$ cat src/rtl/io_perm_pkg.sv
package io_perm_pkg;

  localparam int PL_W = 2;

  typedef enum logic [1:0] {
    SZ_BYTE  = 2'b00,
    SZ_WORD  = 2'b01,
    SZ_DWORD = 2'b10,
    SZ_WIDE  = 2'b11
  } accSize_e;

  typedef enum logic [2:0] {
    ST_IDLE,
    ST_RD_FIRST,
    ST_RD_SECOND,
    ST_LAST,
    ST_RESP
  } state_e;

  // strobes from control to datapath
  typedef struct packed {
    logic load;      // capture a new request
    logic rdSecond;  // address the upper bitmap byte
    logic accum;     // fold returned bitmap byte into hit flag
    logic selHi;     // returned byte belongs to the upper mask half
  } ctlStrobe_t;

endpackage

$ cat src/rtl/io_perm_datapath.sv
module io_perm_datapath
  import io_perm_pkg::*;
#(
  parameter int PORT_W = 16,
  parameter int ADDR_W = 16,
  localparam int IDX_W = PORT_W - 3
) (
  input  logic              clk,
  input  logic              rstN,
  input  ctlStrobe_t        strobe,
  input  logic              protEn,
  input  logic              v86Mode,
  input  logic [PL_W-1:0]   cpl,
  input  logic [PL_W-1:0]   iopl,
  input  logic [PORT_W-1:0] port,
  input  logic [1:0]        accSize,
  input  logic [ADDR_W-1:0] mapBase,
  input  logic [IDX_W-1:0]  mapLimit,
  input  logic [7:0]        memRdData,
  output logic              reqNeedCheck,
  output logic              reqReject,
  output logic              reqSpanTwo,
  output logic [ADDR_W-1:0] memAddr,
  output logic              grantOk
);

  logic [3:0]       numBytes;
  logic [7:0]       lenMask;
  logic [15:0]      portMask;
  logic [IDX_W-1:0] firstIdx, lastIdx;
  logic             wrapHit;

  logic [IDX_W-1:0] firstIdxR, lastIdxR;
  logic [15:0]      maskR;
  logic             needR, rejectR, hitR;
  logic [7:0]       maskSel;

  always_comb begin
    unique case (accSize_e'(accSize))
      SZ_BYTE: begin numBytes = 4'd1; lenMask = 8'h01; end
      SZ_WORD: begin numBytes = 4'd2; lenMask = 8'h03; end
      default: begin numBytes = 4'd4; lenMask = 8'h0F; end
    endcase
  end

  assign portMask     = {8'h00, lenMask} << port[2:0];
  assign firstIdx     = port[PORT_W-1:3];
  assign reqSpanTwo   = ({1'b0, port[2:0]} + numBytes) > 4'd8;
  assign lastIdx      = firstIdx + IDX_W'(reqSpanTwo);
  assign wrapHit      = (&firstIdx) && reqSpanTwo;
  assign reqNeedCheck = protEn && ((cpl > iopl) || v86Mode);
  assign reqReject    = wrapHit || (lastIdx > mapLimit);

  assign maskSel = strobe.selHi ? maskR[15:8] : maskR[7:0];

  always_ff @(posedge clk) begin
    if (!rstN) begin
      firstIdxR <= '0;
      lastIdxR  <= '0;
      maskR     <= '0;
      needR     <= 1'b0;
      rejectR   <= 1'b0;
      hitR      <= 1'b0;
    end else if (strobe.load) begin
      firstIdxR <= firstIdx;
      lastIdxR  <= lastIdx;
      maskR     <= portMask;
      needR     <= reqNeedCheck;
      rejectR   <= reqReject;
      hitR      <= 1'b0;
    end else if (strobe.accum) begin
      hitR <= hitR | (|(memRdData & maskSel));
    end
  end

  assign memAddr = mapBase + ADDR_W'(strobe.rdSecond ? lastIdxR : firstIdxR);
  assign grantOk = !needR || (!rejectR && !hitR);

endmodule

$ cat src/rtl/io_perm_control.sv
module io_perm_control
  import io_perm_pkg::*;
(
  input  logic       clk,
  input  logic       rstN,
  input  logic       start,
  input  logic       reqNeedCheck,
  input  logic       reqReject,
  input  logic       reqSpanTwo,
  output ctlStrobe_t strobe,
  output logic       memRdEn,
  output logic       ready,
  output logic       done
);

  state_e state, stateNxt;
  logic   twoR;

  always_comb begin
    stateNxt = state;
    strobe   = '0;
    memRdEn  = 1'b0;
    unique case (state)
      ST_IDLE: begin
        if (start) begin
          strobe.load = 1'b1;
          stateNxt = (!reqNeedCheck || reqReject) ? ST_RESP : ST_RD_FIRST;
        end
      end
      ST_RD_FIRST: begin
        memRdEn  = 1'b1;
        stateNxt = twoR ? ST_RD_SECOND : ST_LAST;
      end
      ST_RD_SECOND: begin
        memRdEn         = 1'b1;
        strobe.rdSecond = 1'b1;
        strobe.accum    = 1'b1;
        stateNxt        = ST_LAST;
      end
      ST_LAST: begin
        strobe.accum = 1'b1;
        strobe.selHi = twoR;
        stateNxt     = ST_RESP;
      end
      ST_RESP: stateNxt = ST_IDLE;
      default: stateNxt = ST_IDLE;
    endcase
  end

  always_ff @(posedge clk) begin
    if (!rstN) begin
      state <= ST_IDLE;
      twoR  <= 1'b0;
    end else begin
      state <= stateNxt;
      if (strobe.load) twoR <= reqSpanTwo;
    end
  end

  assign ready = (state == ST_IDLE);
  assign done  = (state == ST_RESP);

endmodule

$ cat src/rtl/io_perm_check.sv
module io_perm_check
  import io_perm_pkg::*;
#(
  parameter int PORT_W = 16,
  parameter int ADDR_W = 16,
  parameter int CODE_W = 16,
  localparam int IDX_W = PORT_W - 3
) (
  input  logic              clk,
  input  logic              rstN,
  input  logic              start,
  output logic              ready,
  input  logic              protEn,
  input  logic              v86Mode,
  input  logic [1:0]        cpl,
  input  logic [1:0]        iopl,
  input  logic [PORT_W-1:0] port,
  input  logic [1:0]        accSize,
  input  logic [ADDR_W-1:0] mapBase,
  input  logic [IDX_W-1:0]  mapLimit,
  output logic              memRdEn,
  output logic [ADDR_W-1:0] memAddr,
  input  logic [7:0]        memRdData,
  output logic              done,
  output logic              allow,
  output logic              gpFault,
  output logic [CODE_W-1:0] faultCode
);

  ctlStrobe_t strobe;
  logic       reqNeedCheck, reqReject, reqSpanTwo, grantOk;

  io_perm_control uCtrl (
    .clk(clk), .rstN(rstN), .start(start),
    .reqNeedCheck(reqNeedCheck), .reqReject(reqReject), .reqSpanTwo(reqSpanTwo),
    .strobe(strobe), .memRdEn(memRdEn), .ready(ready), .done(done)
  );

  io_perm_datapath #(.PORT_W(PORT_W), .ADDR_W(ADDR_W)) uData (
    .clk(clk), .rstN(rstN), .strobe(strobe),
    .protEn(protEn), .v86Mode(v86Mode), .cpl(cpl), .iopl(iopl),
    .port(port), .accSize(accSize), .mapBase(mapBase), .mapLimit(mapLimit),
    .memRdData(memRdData),
    .reqNeedCheck(reqNeedCheck), .reqReject(reqReject), .reqSpanTwo(reqSpanTwo),
    .memAddr(memAddr), .grantOk(grantOk)
  );

  assign allow     = done && grantOk;
  assign gpFault   = done && !grantOk;
  assign faultCode = '0;

endmodule

$ cat config.mk
export PLATFORM = sky130hd
export DESIGN_NAME = io_perm_check
export DESIGN_NICKNAME = d
export VERILOG_FILES = /design/src/rtl/io_perm_pkg.sv /design/src/rtl/io_perm_datapath.sv /design/src/rtl/io_perm_control.sv /design/src/rtl/io_perm_check.sv
export SDC_FILE = /design/constraint.sdc
export NUM_CORES = 1
export LEC_CHECK = 0
export ABC_AREA = 1
export BUFFER_PORTS_ARGS = -buffer_cell sky130_fd_sc_hd__buf_4
export CORE_MARGIN = 4
export CORE_UTILIZATION = 57
export DETAILED_ROUTE_END_ITERATION = 10
export PLACE_DENSITY = 0.9
export SYNTH_ARGS = -nofsm -noshare
export SYNTH_HDL_FRONTEND = slang
export SYNTH_SLANG_ARGS = --single-unit
$ cat constraint.sdc
create_clock -name clk -period 6.1 [get_ports clk]
set_input_delay 0 -clock clk [delete_from_list [all_inputs] [get_ports clk]]
set_output_delay 0 -clock clk [all_outputs]
set_load 0.01 [all_outputs]
After elaboration in Yosys (flattened, before gate mapping)
Cells that the tools add are included.
W data, S select, Z words.
{ "totals": {"inputBits": 64, "reg_bits": 49, "out_inout_bits": 37} }
{ "classes": {"mux": 14, "shifts": 1, "n_addsub": 3, "n_eq_ne": 6, "magnitude_cmp": 3, "reduce_logical": 21, "bitwise": 3} }
{ "ops": {"columns": ["op", "n"], "rows": [
  ["$add A16 B16 Y16", 1],
  ["$shl A4 B3 Y16", 1],
  ["$add A13 B1 Y13", 1],
  ["$gt A13 B13 Y1", 1],
  ["$mux W13", 1],
  ["$reduce_and A13 Y1", 1],
  ["$pmux W3 S4", 1],
  ["$and A8 B8 Y8", 1],
  ["$mux W8", 1],
  ["$pmux W4 S2", 1],
  ["$reduce_or A8 Y1", 1],
  ["$mux W1", 7],
  ["$eq A3 B2 Y1 const B", 2],
  ["$mux W3", 2],
  ["$pmux W3 S2", 1],
  ["$reduce_or A2 Y1", 3],
  ["$logic_and A1 B1 Y1", 5],
  ["$logic_not A1 Y1", 5],
  ["$add A3 B3 Y4", 1],
  ["$gt A4 B4 Y1 const B", 1],
  ["$logic_or A1 B1 Y1", 4],
  ["$eq A3 B1 Y1 const B", 1],
  ["$eq A3 B3 Y1 const B", 1],
  ["$logic_not A3 Y1", 1],
  ["6 further kinds", 6]
]} }

Logic depth before layout (Yosys ltp)
Gate-level depths: netlist of the first run.
{ "logic_depth": {"ltp_word": 11, "ltp_mapped": 27, "ltp_nobuf": 27} }

By module
Synthesis of the first run repeated with hierarchy kept, for this count alone.
{ "unflattened": {"cells_unflattened": 542, "hier_area_um2": 3580.9} }
{ "modules_own_cells": {"columns": ["mod", "n_inst", "area_per_inst_um2", "cells_per_inst"], "rows": [
  ["io_perm_datapath", 1, 3184.3, 482],
  ["io_perm_control", 1, 255.2, 39],
  ["io_perm_check", 1, 141.4, 21]
]} }

Worst setup path after synthesis of the first run
OpenSTA, ideal clock, no wires.
{ "synth_path": {"kind": "input to register", "from": "input port accSize[1]", "to": "register uCtrl.state[2]", "arrival_ns": 2.986, "setup_time_ns": 0.127, "setup_slack_ns": 2.987, "path_stages": 26, "n_path_buf": 1, "cell_sequence": "buf_2 > nor2_1 > ha_1 > fa_1 > nor2_1 > a21oi_1 > ha_1 > ha_1 > inv_1 > nor2_4 > nand2_2 > nor2_2 > nand3_1 > xor2_1 > inv_1 > ha_1 > nand2_1 > nand2_1 > nand2_1 > nand2_1 > a21oi_1 > nand2_1 > nand2_1 > nand3_1 > nand2_1 > a21oi_2"} }
{ "synth_via": {"elab_chain_len": 11, "elab_cells_between_ends": 13, "classes_between": "add/sub (2); order compare (2); eq/ne (1); mux (4); reduce/logical (4)"} }
{ "synth_lines": {"columns": ["item", "line_no", "rtl"], "rows": [
  ["start: declaration", "io_perm_check.sv:18", "input logic [1:0] accSize,"],
  ["$eq A2 B1 Y1 / $logic_not A2 Y1 (equally long branches)", "io_perm_datapath.sv:39", "unique case (accSize_e'(accSize))"],
  ["$pmux W3 S2 *", "io_perm_datapath.sv:39", null],
  ["$add A3 B3 Y4 *", "io_perm_datapath.sv:48", "assign reqSpanTwo = ({1'b0, port[2:0]} + numBytes) > 4'd8;"],
  ["$gt A4 B4 Y1 *", "io_perm_datapath.sv:48", null],
  ["named net reqSpanTwo", "io_perm_check.sv:31", "logic reqNeedCheck, reqReject, reqSpanTwo, grantOk;"],
  ["$add A13 B1 Y13 *", "io_perm_datapath.sv:49", "assign lastIdx = firstIdx + IDX_W'(reqSpanTwo);"],
  ["named net uData.lastIdx[10]", "io_perm_datapath.sv:30", "logic [IDX_W-1:0] firstIdx, lastIdx;"],
  ["$gt A13 B13 Y1 *", "io_perm_datapath.sv:52", "assign reqReject = wrapHit || (lastIdx > mapLimit);"],
  ["$logic_or A1 B1 Y1 *", "io_perm_datapath.sv:52", null],
  ["$logic_or A1 B1 Y1 *", "io_perm_control.sv:27", "stateNxt = (!reqNeedCheck || reqReject) ? ST_RESP : ST_RD_FIRST;"],
  ["$mux W3 *", "io_perm_control.sv:27", null],
  ["$mux W3 *", "io_perm_control.sv:25", "if (start) begin"],
  ["$pmux W3 S4 *", "io_perm_control.sv:23", "unique case (state)"],
  ["end signal: assignment", "io_perm_control.sv:55", "state <= stateNxt;"],
  ["end: declaration", "io_perm_control.sv:16", "state_e state, stateNxt;"]
]} }
The timed path passes the listed nets; every way through them passes the cells marked *. The select of a mux whose other input is x is not followed.
A chain may end at the register's enable or synchronous reset.

Worst setup path after layout of the first run
{ "layout_path": {"from": "input port port[0]", "to": "register uCtrl.state[2]"} }
{ "layout_via": {"elab_chain_len": 9, "elab_cells_between_ends": 10, "classes_between": "add/sub (2); order compare (2); mux (3); reduce/logical (3)"} }
{ "layout_lines": {"columns": ["item", "line_no", "rtl"], "rows": [
  ["start: declaration", "io_perm_check.sv:17", "input logic [PORT_W-1:0] port,"],
  ["$add A3 B3 Y4", "io_perm_datapath.sv:48", null],
  ["$gt A4 B4 Y1", "io_perm_datapath.sv:48", null],
  ["named net reqSpanTwo", "io_perm_check.sv:31", null],
  ["$add A13 B1 Y13", "io_perm_datapath.sv:49", null],
  ["named net uData.lastIdx[10]", "io_perm_datapath.sv:30", null],
  ["$gt A13 B13 Y1", "io_perm_datapath.sv:52", null],
  ["$logic_or A1 B1 Y1", "io_perm_datapath.sv:52", null],
  ["$logic_or A1 B1 Y1", "io_perm_control.sv:27", null],
  ["$mux W3", "io_perm_control.sv:27", null],
  ["$mux W3", "io_perm_control.sv:25", null],
  ["$pmux W3 S4", "io_perm_control.sv:23", null]
]} }
The timed path passes the listed nets, and every way through them passes these cells. The select of a mux whose other input is x is not followed.

==> reports/metrics.cfg, run 1 <==
[synthesis]
yosys-top-cells-area = dfxtp_1 25%, nand2_1 14%, ha_1 12%
ys_warn_count = 0
synth_mux_area_frac = 0
synth-seq-area-share = 0.253
yosys.area.top_type = dfxtp_1
synth_cells = 521
yosys.area_share.simple = 0.283
ys_ff_latch = 44
synth_compound_area_frac = 0.139
syn_area_per_cell_sq_um = 6.69
ys_types = 40
synth_area_sq_mm = 0.00348
synth_top_family_by_area = simple AND/OR/NAND/NOR gates
synthXorXnorAreaFrac = 0.0553
synth_top_area_frac = 0.253
synth_adder_area_share = 0.130

[global_routing]
grt_max_degree = 30
globalRoute.totalOverflow = 0
antenna_found_initial = 0
grt_pass1_wl_microns = 14900
grt_pass1_vias = 3462
grt_use_total = 0.243

[floorplan]
start_util = 0.589
dieArea_sq_mm = 0.00743
core_area_sq_mm = 0.00592
die_y_microns = 86.2
top_level_ports = 101
row_count = 28
die_w_microns = 86.2

[worst_setup_path]
critPathRequiredTime_ps = 6290
crit_fanout = 6
worstSetupPathType = in2reg
crit_path_start_kind = input pin
cp_data_arrival_time_ps = 3870
r2r_setup_slack_ps = 4330
end_kind = flip-flop

[routing]
ant_nets = 0
first_pass_iters = 5
initialDrtViolationCount = 365
drt_wl_total_microns = 8940
wl_met2_microns = 4210
top_layer = met4
wl_met3_microns = 669
drc = 0
vias_per_cell = 5.28
wire_per_inst_microns = 13.0
drt-met1-wl_microns = 3880
vias = 3620

[timing]
setup_viol = 0
hold_viol = 0
grt_setup_unrepaired = no
period_minus_slack_ps = 3680
drv_slew = 0
relSlewSlack = 0.469
tightestPinTransition_ps = 794
max_freq_mhz = 272
fin_setup_tns_ps = 0
final.period_utilization = 0.603
finalClockSkew_ps = 11.6

[layout]
final_common_cell = nand2_1
fin_cells = 686
final_nets = 709
antenna_cells = 0
area_growth_pct = 23.6
layout_common_cells = 133 x nand2_1, 84 x buf_4, 72 x inv_1
drive_gt1_frac = 0.187

[clock_network]
root_buffer = clkbuf_8
clock_sinks = 44
clock_latency_ps = 300
cts_tree = done
cts_buffer_depth = 2
cts_max_level = 2
clkSlewWorstSetupHoldPaths_ps = 90
numCtsBuffers = 5
cts_resized = 0

[power_and_ir_drop]
p_per_area_mw_per_mm2 = 220
p_leak_nw = 2.25
p_sw_frac = 0.361
power.share.clock = 0.239
peakVddDrop_uv = 126
p_sw_mw = 0.342
p_seq_frac = 0.352
p_int_mw = 0.606
comb_power_share = 0.410

[status]
status = completed

[placement]
hpwl_microns = 7050
place_inst = 667
numPortBuffers = 84
place.gp.congestion = 0.876

[min_path]
hp-class = in2reg

[flow_run]
maxCapViolCount = 0

[cell type report]
class | count | area (sq um)
multi-input cells | 385 | 2170
fillers | 481 | 1620
flip-flops and latches | 44 | 881
repair buffers | 95 | 741
inverters | 79 | 299
well taps | 75 | 93.8
clock buffers | 5 | 68.8
clock inverters | 3 | 47.5
[metal layers]
layer	track usage	vias to the layer above
met1	0.314	1641
met5	0	-
met2	0.414	140
met3	0.0342	18
met4	0.0864	0
li1	-	1821
[sequential cells by signal, summed over array words and instances, names as in the netlist]
signal and count:
uCtrl.state 3, uCtrl.twoR 1, uData.rejectR 1, uData.lastIdxR 13
uData.needR 1, uData.firstIdxR 13, uData.maskR 11, uData.hitR 1
[cell usage after synthesis]
cell / count
a21boi_1: 1
buf_6: 2
clkbuf_1: 5
o21ai_2: 1
nand4_1: 3
nand2_1: 133
buf_4: 16
inv_1: 72
o21ai_1: 8
inv_4: 1
xnor2_1: 5
o22ai_1: 6
nor3_1: 3
o21ai_0: 28
nand2_2: 4
o21a_1: 3
a22oi_1: 4
ha_1: 33
buf_2: 5
clkinv_1: 1
nand3_1: 36
nand4_2: 2
a21oi_1: 27
a311oi_1: 1
inv_2: 5
o22ai_2: 1
fa_1: 2
nand2_8: 1
nand3b_1: 2
dfxtp_1: 44
xor2_1: 17
nor2_2: 3
nor2_4: 2
a21oi_2: 2
nor4_1: 1
nor2_1: 37
a22o_1: 1
a221oi_1: 1
conb_1: 1
a31oi_1: 1
[path summary, 6_finish.rpt]
path / start / end / cells past startpoint
worst max-delay path: port[0] / uCtrl.state[2] / 26
worst min-delay path: port[14] / uData.firstIdxR[11] / 3
worst max register to register: uCtrl.state[0] / uData.firstIdxR[5] / 7
worst min register to register: uData.lastIdxR[8] / uData.lastIdxR[8] / 2
[critical path, cell delays in order]
cell and delay, ps:
dlygate4sd3_1 530, buf_4 160, ha_1 220, fa_1 390, xnor2_1 160, a21oi_1 190
ha_1 240, ha_1 160, inv_1 60, nor2_4 140, nand2_2 80, nor2_2 110
nand3_1 90, xor2_1 230, inv_1 70, ha_1 310, nand2_1 70, nand2_1 50
nand2_1 50, nand2_1 40, a21oi_1 110, nand2_1 60, nand2_1 130, nand3_1 90
nand2_1 80, a21oi_2 50
[repair_timing]
item,4_1_cts,5_1_grt
buffers inserted,0,0
hold buffers,11,0
endpoints found under the setup margin,0,0
endpoints found under the hold margin,11,0
[power groups by stage]
stage	logic [mW]	registers (mW)	clock network, mW
2_1_floorplan	0.250	0.334	0
3_3_place_gp	0.366	0.337	0
3_5_place_dp	0.379	0.339	0
4_1_cts	0.387	0.333	0.226
5_1_grt	0.435	0.336	0.237
6_report	0.388	0.333	0.226
[metrics by stage]
| stage | power [mW] | worst slack (ps) | cell area [sq um] | hold slack, ps | utilization |
|---|---|---|---|---|---|
| floorplan | 0.585 | 2990 | 3540 | 80.1 | - |
| global placement | 0.703 | 2820 | 4080 | 224 | 0.689 |
| detailed placement | 0.718 | 2670 | 4080 | 226 | 0.689 |
| CTS | 0.945 | 2440 | 4310 | 21.4 | 0.727 |
| global route | 1.01 | 2060 | 4310 | 48.6 | 0.727 |
| finish | 0.948 | 2420 | 4310 | 24.6 | 0.727 |
[kinds of logic after synthesis]
kind of cell,Yosys count
AND/OR/NAND/NOR,227
other,1
flip-flops,44
buffers and inverters,107
XOR/XNOR,22
adder cells (fa/ha/maj),35
AO/OA/AOI/OAI,85
(Power assumes the default switching activity.)
==> run 2: changes to the inputs <==
CORE_UTILIZATION = 53   (was 57)
PLACE_DENSITY = 0.84   (was 0.9)
clock period = 3.8 ns   (was 6.1 ns; I/O delays follow)
==> reports/metrics.cfg, run 2 (synthesis gave the netlist of run 1 again) <==
[routing]
drt_wl_total_microns = 8720  ; -2.4%
ant_nets = 0  ; unchanged
vias_per_cell = 5.16  ; -2.2%
vias = 3545  ; -2.1%
first_pass_iters = 5  ; unchanged
wire_per_inst_microns = 12.7  ; -2.5%
initialDrtViolationCount = 246  ; -33%
drc = 0  ; unchanged

[layout]
final_common_cell = nand2_1
reg_top3 = uData.firstIdxR (13), uData.lastIdxR (13), uData.maskR (11)
antenna_cells = 0  ; unchanged
final_nets = 708  ; -0.14%
drive_gt1_frac = 0.187  ; +0.000306
num-fill-cells = 556  ; +16%
area_growth_pct = 23.5  ; about the same
layout_common_cells = 133 x nand2_1, 84 x buf_4, 72 x inv_1

[clock_network]
cts_tree = done
cts_hold_buf = 10  ; -1
cts_resized = 0  ; unchanged
cts_max_level = 2  ; unchanged
cts_buffer_depth = 2  ; unchanged
root_buffer = clkbuf_8
clock_sinks = 44  ; unchanged
cts_setup_buffers = 0  ; unchanged
clkSlewWorstSetupHoldPaths_ps = 90  ; about the same
clock_latency_ps = 300  ; about the same
numCtsBuffers = 5  ; unchanged

[placement]
dp_slack_ps = 398  ; -2270 ps
hpwl_microns = 6940  ; -1.5%
place.gp.congestion = 0.843  ; -3.8%
numPortBuffers = 84  ; unchanged

[power_and_ir_drop]
comb_power_share = 0.404  ; -0.006
p_seq_frac = 0.349  ; -0.003
p_sw_mw = 0.543  ; +59%
p_per_area_mw_per_mm2 = 356  ; +62%
p_leak_nw = 2.25  ; about the same
p_int_mw = 0.989  ; +63%
p_sw_frac = 0.354  ; -0.00622
peakVddDrop_uv = 241  ; +92%
power.share.clock = 0.246  ; +0.007

[status]
status = complete, but fails checks
violations = negative hold slack

[global_routing]
grt_pass1_vias = 3187  ; -7.9%
grt_max_degree = 30  ; unchanged
globalRoute.totalOverflow = 0  ; unchanged
grt_use_total = 0.222  ; -0.0212
grt_pass1_wl_microns = 14100  ; -5.7%
antenna_found_initial = 0  ; unchanged

[timing]
max_freq_mhz = 308
hold_viol = 1  ; +1
fin_setup_tns_ps = 0  ; unchanged
drv_slew = 0  ; unchanged
layout_setup_ws_ps = 549  ; -1870 ps
period_minus_slack_ps = 3250
relSlewSlack = 0.463  ; -0.00638
setup_viol = 0  ; unchanged
grt_setup_unrepaired = no
tightestPinTransition_ps = 804  ; +9.55 ps
hold-worst-slack_ps = -3.04  ; -27.6 ps
final.period_utilization = 0.856
finalClockSkew_ps = 5.45  ; -6.14 ps

[worst_setup_path]
critPathRequiredTime_ps = 3800  ; -2490 ps
rr_worst_depth = 7  ; unchanged
end_kind = output pin
crit_fanout = 29  ; +23
crit_path_start_kind = flip-flop
cp_data_arrival_time_ps = 3250  ; -620 ps
worstSetupPathType = reg2out

[floorplan]
row_count = 29  ; +3.6%
top_level_ports = 101  ; unchanged
die_w_microns = 89.1  ; +3.4%
dieArea_sq_mm = 0.00794  ; +6.8%
core_area_sq_mm = 0.00635  ; +7.2%
start_util = 0.549  ; -0.0398
die_y_microns = 89.1  ; +3.4%

[min_path]
hp-class = in2reg
min_path_cells = 3  ; unchanged

[flow_run]
maxCapViolCount = 0  ; unchanged

==> run 2: cell type report <==
cell class,instances,area (sq um),share of cell area
Clock inverter,2,38.8,0.00901
Tap cell,77,96.3,0.0224
Inverter,79,299,0.0695
Sequential cell,44,881,0.205
Timing Repair Buffer,94,731,0.170
Clock buffer,6,82.6,0.0192
Multi-Input combinational cell,385,2170,0.505
==> run 2: metrics by stage <==
step                      instances  hold WS, ps  total power, mW   util  cell area [sq um]
final                           687        -3.04             1.53  0.678               4300
after global routing            687         15.1             1.63  0.678               4300
after CTS                       687        0.526             1.53  0.678               4300
after detailed placement        669          224             1.15  0.643               4080
after global placement          669          220             1.13  0.643               4080
after floorplan                 536         80.1            0.939      -               3540
==> run 2: path summary, 6_finish.rpt <==
check | from | endpoint | slack, ps
worst min-delay path | port[0] | uData.maskR[6] | -3
worst min register to register | uData.lastIdxR[8] | uData.lastIdxR[8] | 460
worst max-delay path | uCtrl.state[1] | memAddr[12] | 550
worst max register to register | uCtrl.state[0] | uData.firstIdxR[11] | 2050
==> run 2: per-layer routing <==
layer | share of wire | global-route usage | vias to the layer above
met5 | 0 | 0 | -
met4 | 0.014 | 0.0555 | 0
met3 | 0.071 | 0.0267 | 12
met2 | 0.47 | 0.384 | 130
met1 | 0.45 | 0.292 | 1584
li1 | - | - | 1819
==> run 2: worst max-delay path: stages (launching register included) <==
cell and delay, ps:
dfxtp_1 350, inv_1 80, nor2_1 160, nand2_1 500, nand2_1 210, o21ai_0 140, ha_1 270, fa_1 480
nand3_1 130, nand3_1 120, nand3_1 100, nand2_1 70, xor2_1 180, buf_4 150
==> run 2: power by group through the flow <==
stage                     logic [mW]  registers (mW)  clock network, mW
final                          0.619           0.535              0.377
after global routing           0.696           0.539              0.394
after CTS                      0.620           0.534              0.377
after detailed placement       0.606           0.544                  0
after global placement         0.590           0.542                  0
after floorplan                0.402           0.537                  0
==> run 3: changes to the inputs <==
CELL_PAD_IN_SITES_DETAIL_PLACEMENT = 1   (was not set)
CELL_PAD_IN_SITES_GLOBAL_PLACEMENT = 2   (was not set)
CORE_UTILIZATION = 28   (was 53)
==> reports/metrics.cfg, run 3 (synthesis gave the netlist of run 1 again) <==
[status]
status = completed

[timing]
tightestPinTransition_ps = 830  ; +26.2 ps
fin_setup_tns_ps = 0  ; unchanged
drv_slew = 0  ; unchanged
max_freq_mhz = 307  ; -0.33%
period_minus_slack_ps = 3260  ; +10.7 ps
finalClockSkew_ps = 4.17  ; -1.28 ps
hold-worst-slack_ps = 17.2  ; +20.2 ps
hold_viol = 0  ; -1
setup_viol = 0  ; unchanged
relSlewSlack = 0.445  ; -0.0175
grt_setup_unrepaired = no
final.period_utilization = 0.858  ; +0.00281
layout_setup_ws_ps = 538  ; -10.7 ps

[floorplan]
top_level_ports = 101  ; unchanged
die_y_microns = 120  ; +34%
row_count = 40  ; +38%
die_w_microns = 120  ; +34%
dieArea_sq_mm = 0.0143  ; +80%
start_util = 0.288  ; -0.261
core_area_sq_mm = 0.0121  ; +91%

[layout]
num-fill-cells = 1590  ; +190%
area_growth_pct = 27.5
multi_input_area_sq_mm = 0.00217  ; unchanged
drive_gt1_frac = 0.184  ; -0.00328
layout_common_cells = 133 x nand2_1, 84 x buf_4, 72 x inv_1
final_nets = 708  ; unchanged
final_common_cell = nand2_1
reg_top3 = uData.firstIdxR (13), uData.lastIdxR (13), uData.maskR (11)
antenna_cells = 0  ; unchanged
seqCellArea_sq_um = 881  ; unchanged

[routing]
wire_per_inst_microns = 13.3  ; +4.5%
drc = 0  ; unchanged
drt_wl_total_microns = 10300  ; +18%
vias_per_cell = 4.48  ; -13%
vias = 3483  ; -1.7%
ant_nets = 0  ; unchanged
first_pass_iters = 4  ; -1
initialDrtViolationCount = 141  ; -43%

[worst_setup_path]
cp_data_arrival_time_ps = 3420  ; +170 ps
critPathRequiredTime_ps = 3960  ; +160 ps
crit_path_start_kind = input pin
end_kind = flip-flop
crit_fanout = 8  ; -72%
worstReg2RegEnd = uData.lastIdxR[11]
r2r_setup_slack_ps = 2030  ; -20 ps
worstSetupPathType = in2reg
rr_startpoint = uCtrl.state[0]
rr_worst_depth = 7  ; unchanged

[placement]
hpwl_microns = 8650  ; +25%
numPortBuffers = 84  ; unchanged
place.gp.congestion = 0.790  ; -6.3%
dp_slack_ps = 222  ; -176 ps

[clock_network]
cts_tree = done
numCtsBuffers = 5  ; unchanged
cts_setup_buffers = 0  ; unchanged
cts_max_level = 2  ; unchanged
clock_latency_ps = 280  ; -20 ps
cts_buffer_depth = 2  ; unchanged
clkSlewWorstSetupHoldPaths_ps = 60  ; -30 ps
root_buffer = clkbuf_16
clock_sinks = 44  ; unchanged

[global_routing]
globalRoute.totalOverflow = 0  ; unchanged
grt_pass1_vias = 3564  ; +12%
grt_pass1_wl_microns = 17300  ; +23%
grt_max_degree = 30  ; unchanged
grt_use_total = 0.145  ; -0.0767
antenna_found_initial = 0  ; unchanged

[power_and_ir_drop]
finalPower_mw = 1.60  ; +4.2%
p_per_area_mw_per_mm2 = 359  ; +0.91%
peakVddDrop_uv = 175  ; -27%
p_leak_nw = 2.26  ; +0.43%

[min_path]
min_from = port[0]
hp-class = in2reg
min_path_cells = 3  ; unchanged
min_to = uData.maskR[6]

[flow_run]
maxCapViolCount = 0  ; unchanged

==> run 3: worst max-delay path by stage <==
stage / cells past startpoint / start / end / slack, ps
final: 26 / accSize[1] / uCtrl.state[2] / 540
after global routing: 26 / accSize[1] / uCtrl.state[2] / 110
after CTS: 26 / accSize[1] / uCtrl.state[2] / 500
after detailed placement: 26 / accSize[1] / uCtrl.state[2] / 220
after global placement: 26 / accSize[1] / uCtrl.state[2] / 410
after floorplan: 26 / accSize[1] / uCtrl.state[2] / 690
==> run 3: worst max-delay path, stage by stage <==
cell	delay, ps
buf_4	130
nor2_1	50
ha_1	200
fa_1	490
nor2_1	50
a21oi_1	200
ha_1	250
ha_1	160
inv_1	60
nor2_4	140
nand2_2	80
nor2_2	120
nand3_1	90
xor2_1	220
inv_1	80
ha_1	310
nand2_1	70
nand2_1	40
nand2_1	50
nand2_1	40
a21oi_1	120
nand2_1	70
nand2_1	150
nand3_1	90
nand2_1	90
a21oi_2	50
==> run 3: routing by layer <==
layer  part of all wire  vias up  global-route usage
li1                   -     1818                   -
met1               0.50     1583               0.201
met2               0.46       75               0.242
met3              0.039        7              0.0179
met4             0.0087        0              0.0301
met5                  0        -                   0
==> run 3: timing repair <==
action,CTS,global route
gates resized for setup,0,0
setup endpoints to repair,0,0
hold buffers,10,0
endpoints found under the hold margin,10,0
==> run 3: power breakdown <==
| part | switching (mW) | internal [mW] | total (mW) |
|---|---|---|---|
| Clock | 0.166 | 0.262 | 0.428 |
| Sequential | 0.0234 | 0.511 | 0.534 |
| Combinational | 0.370 | 0.264 | 0.633 |
==> run 3: layout make-up <==
| cell class | instances | area share |
|---|---|---|
| Multi-Input combinational cell | 385 | 0.490 |
| Sequential cell | 44 | 0.198 |
| Timing Repair Buffer | 94 | 0.165 |
| Inverter | 79 | 0.0673 |
| Tap cell | 168 | 0.0473 |
| Clock buffer | 8 | 0.0330 |
==> run 3: metrics by stage <==
step	cell area [sq um]	instances	utilization
after global placement	4200	760	0.346
after global routing	4440	778	0.367
after detailed placement	4200	760	0.346
after floorplan	3540	536	-
final	4440	778	0.367
after CTS	4440	778	0.367
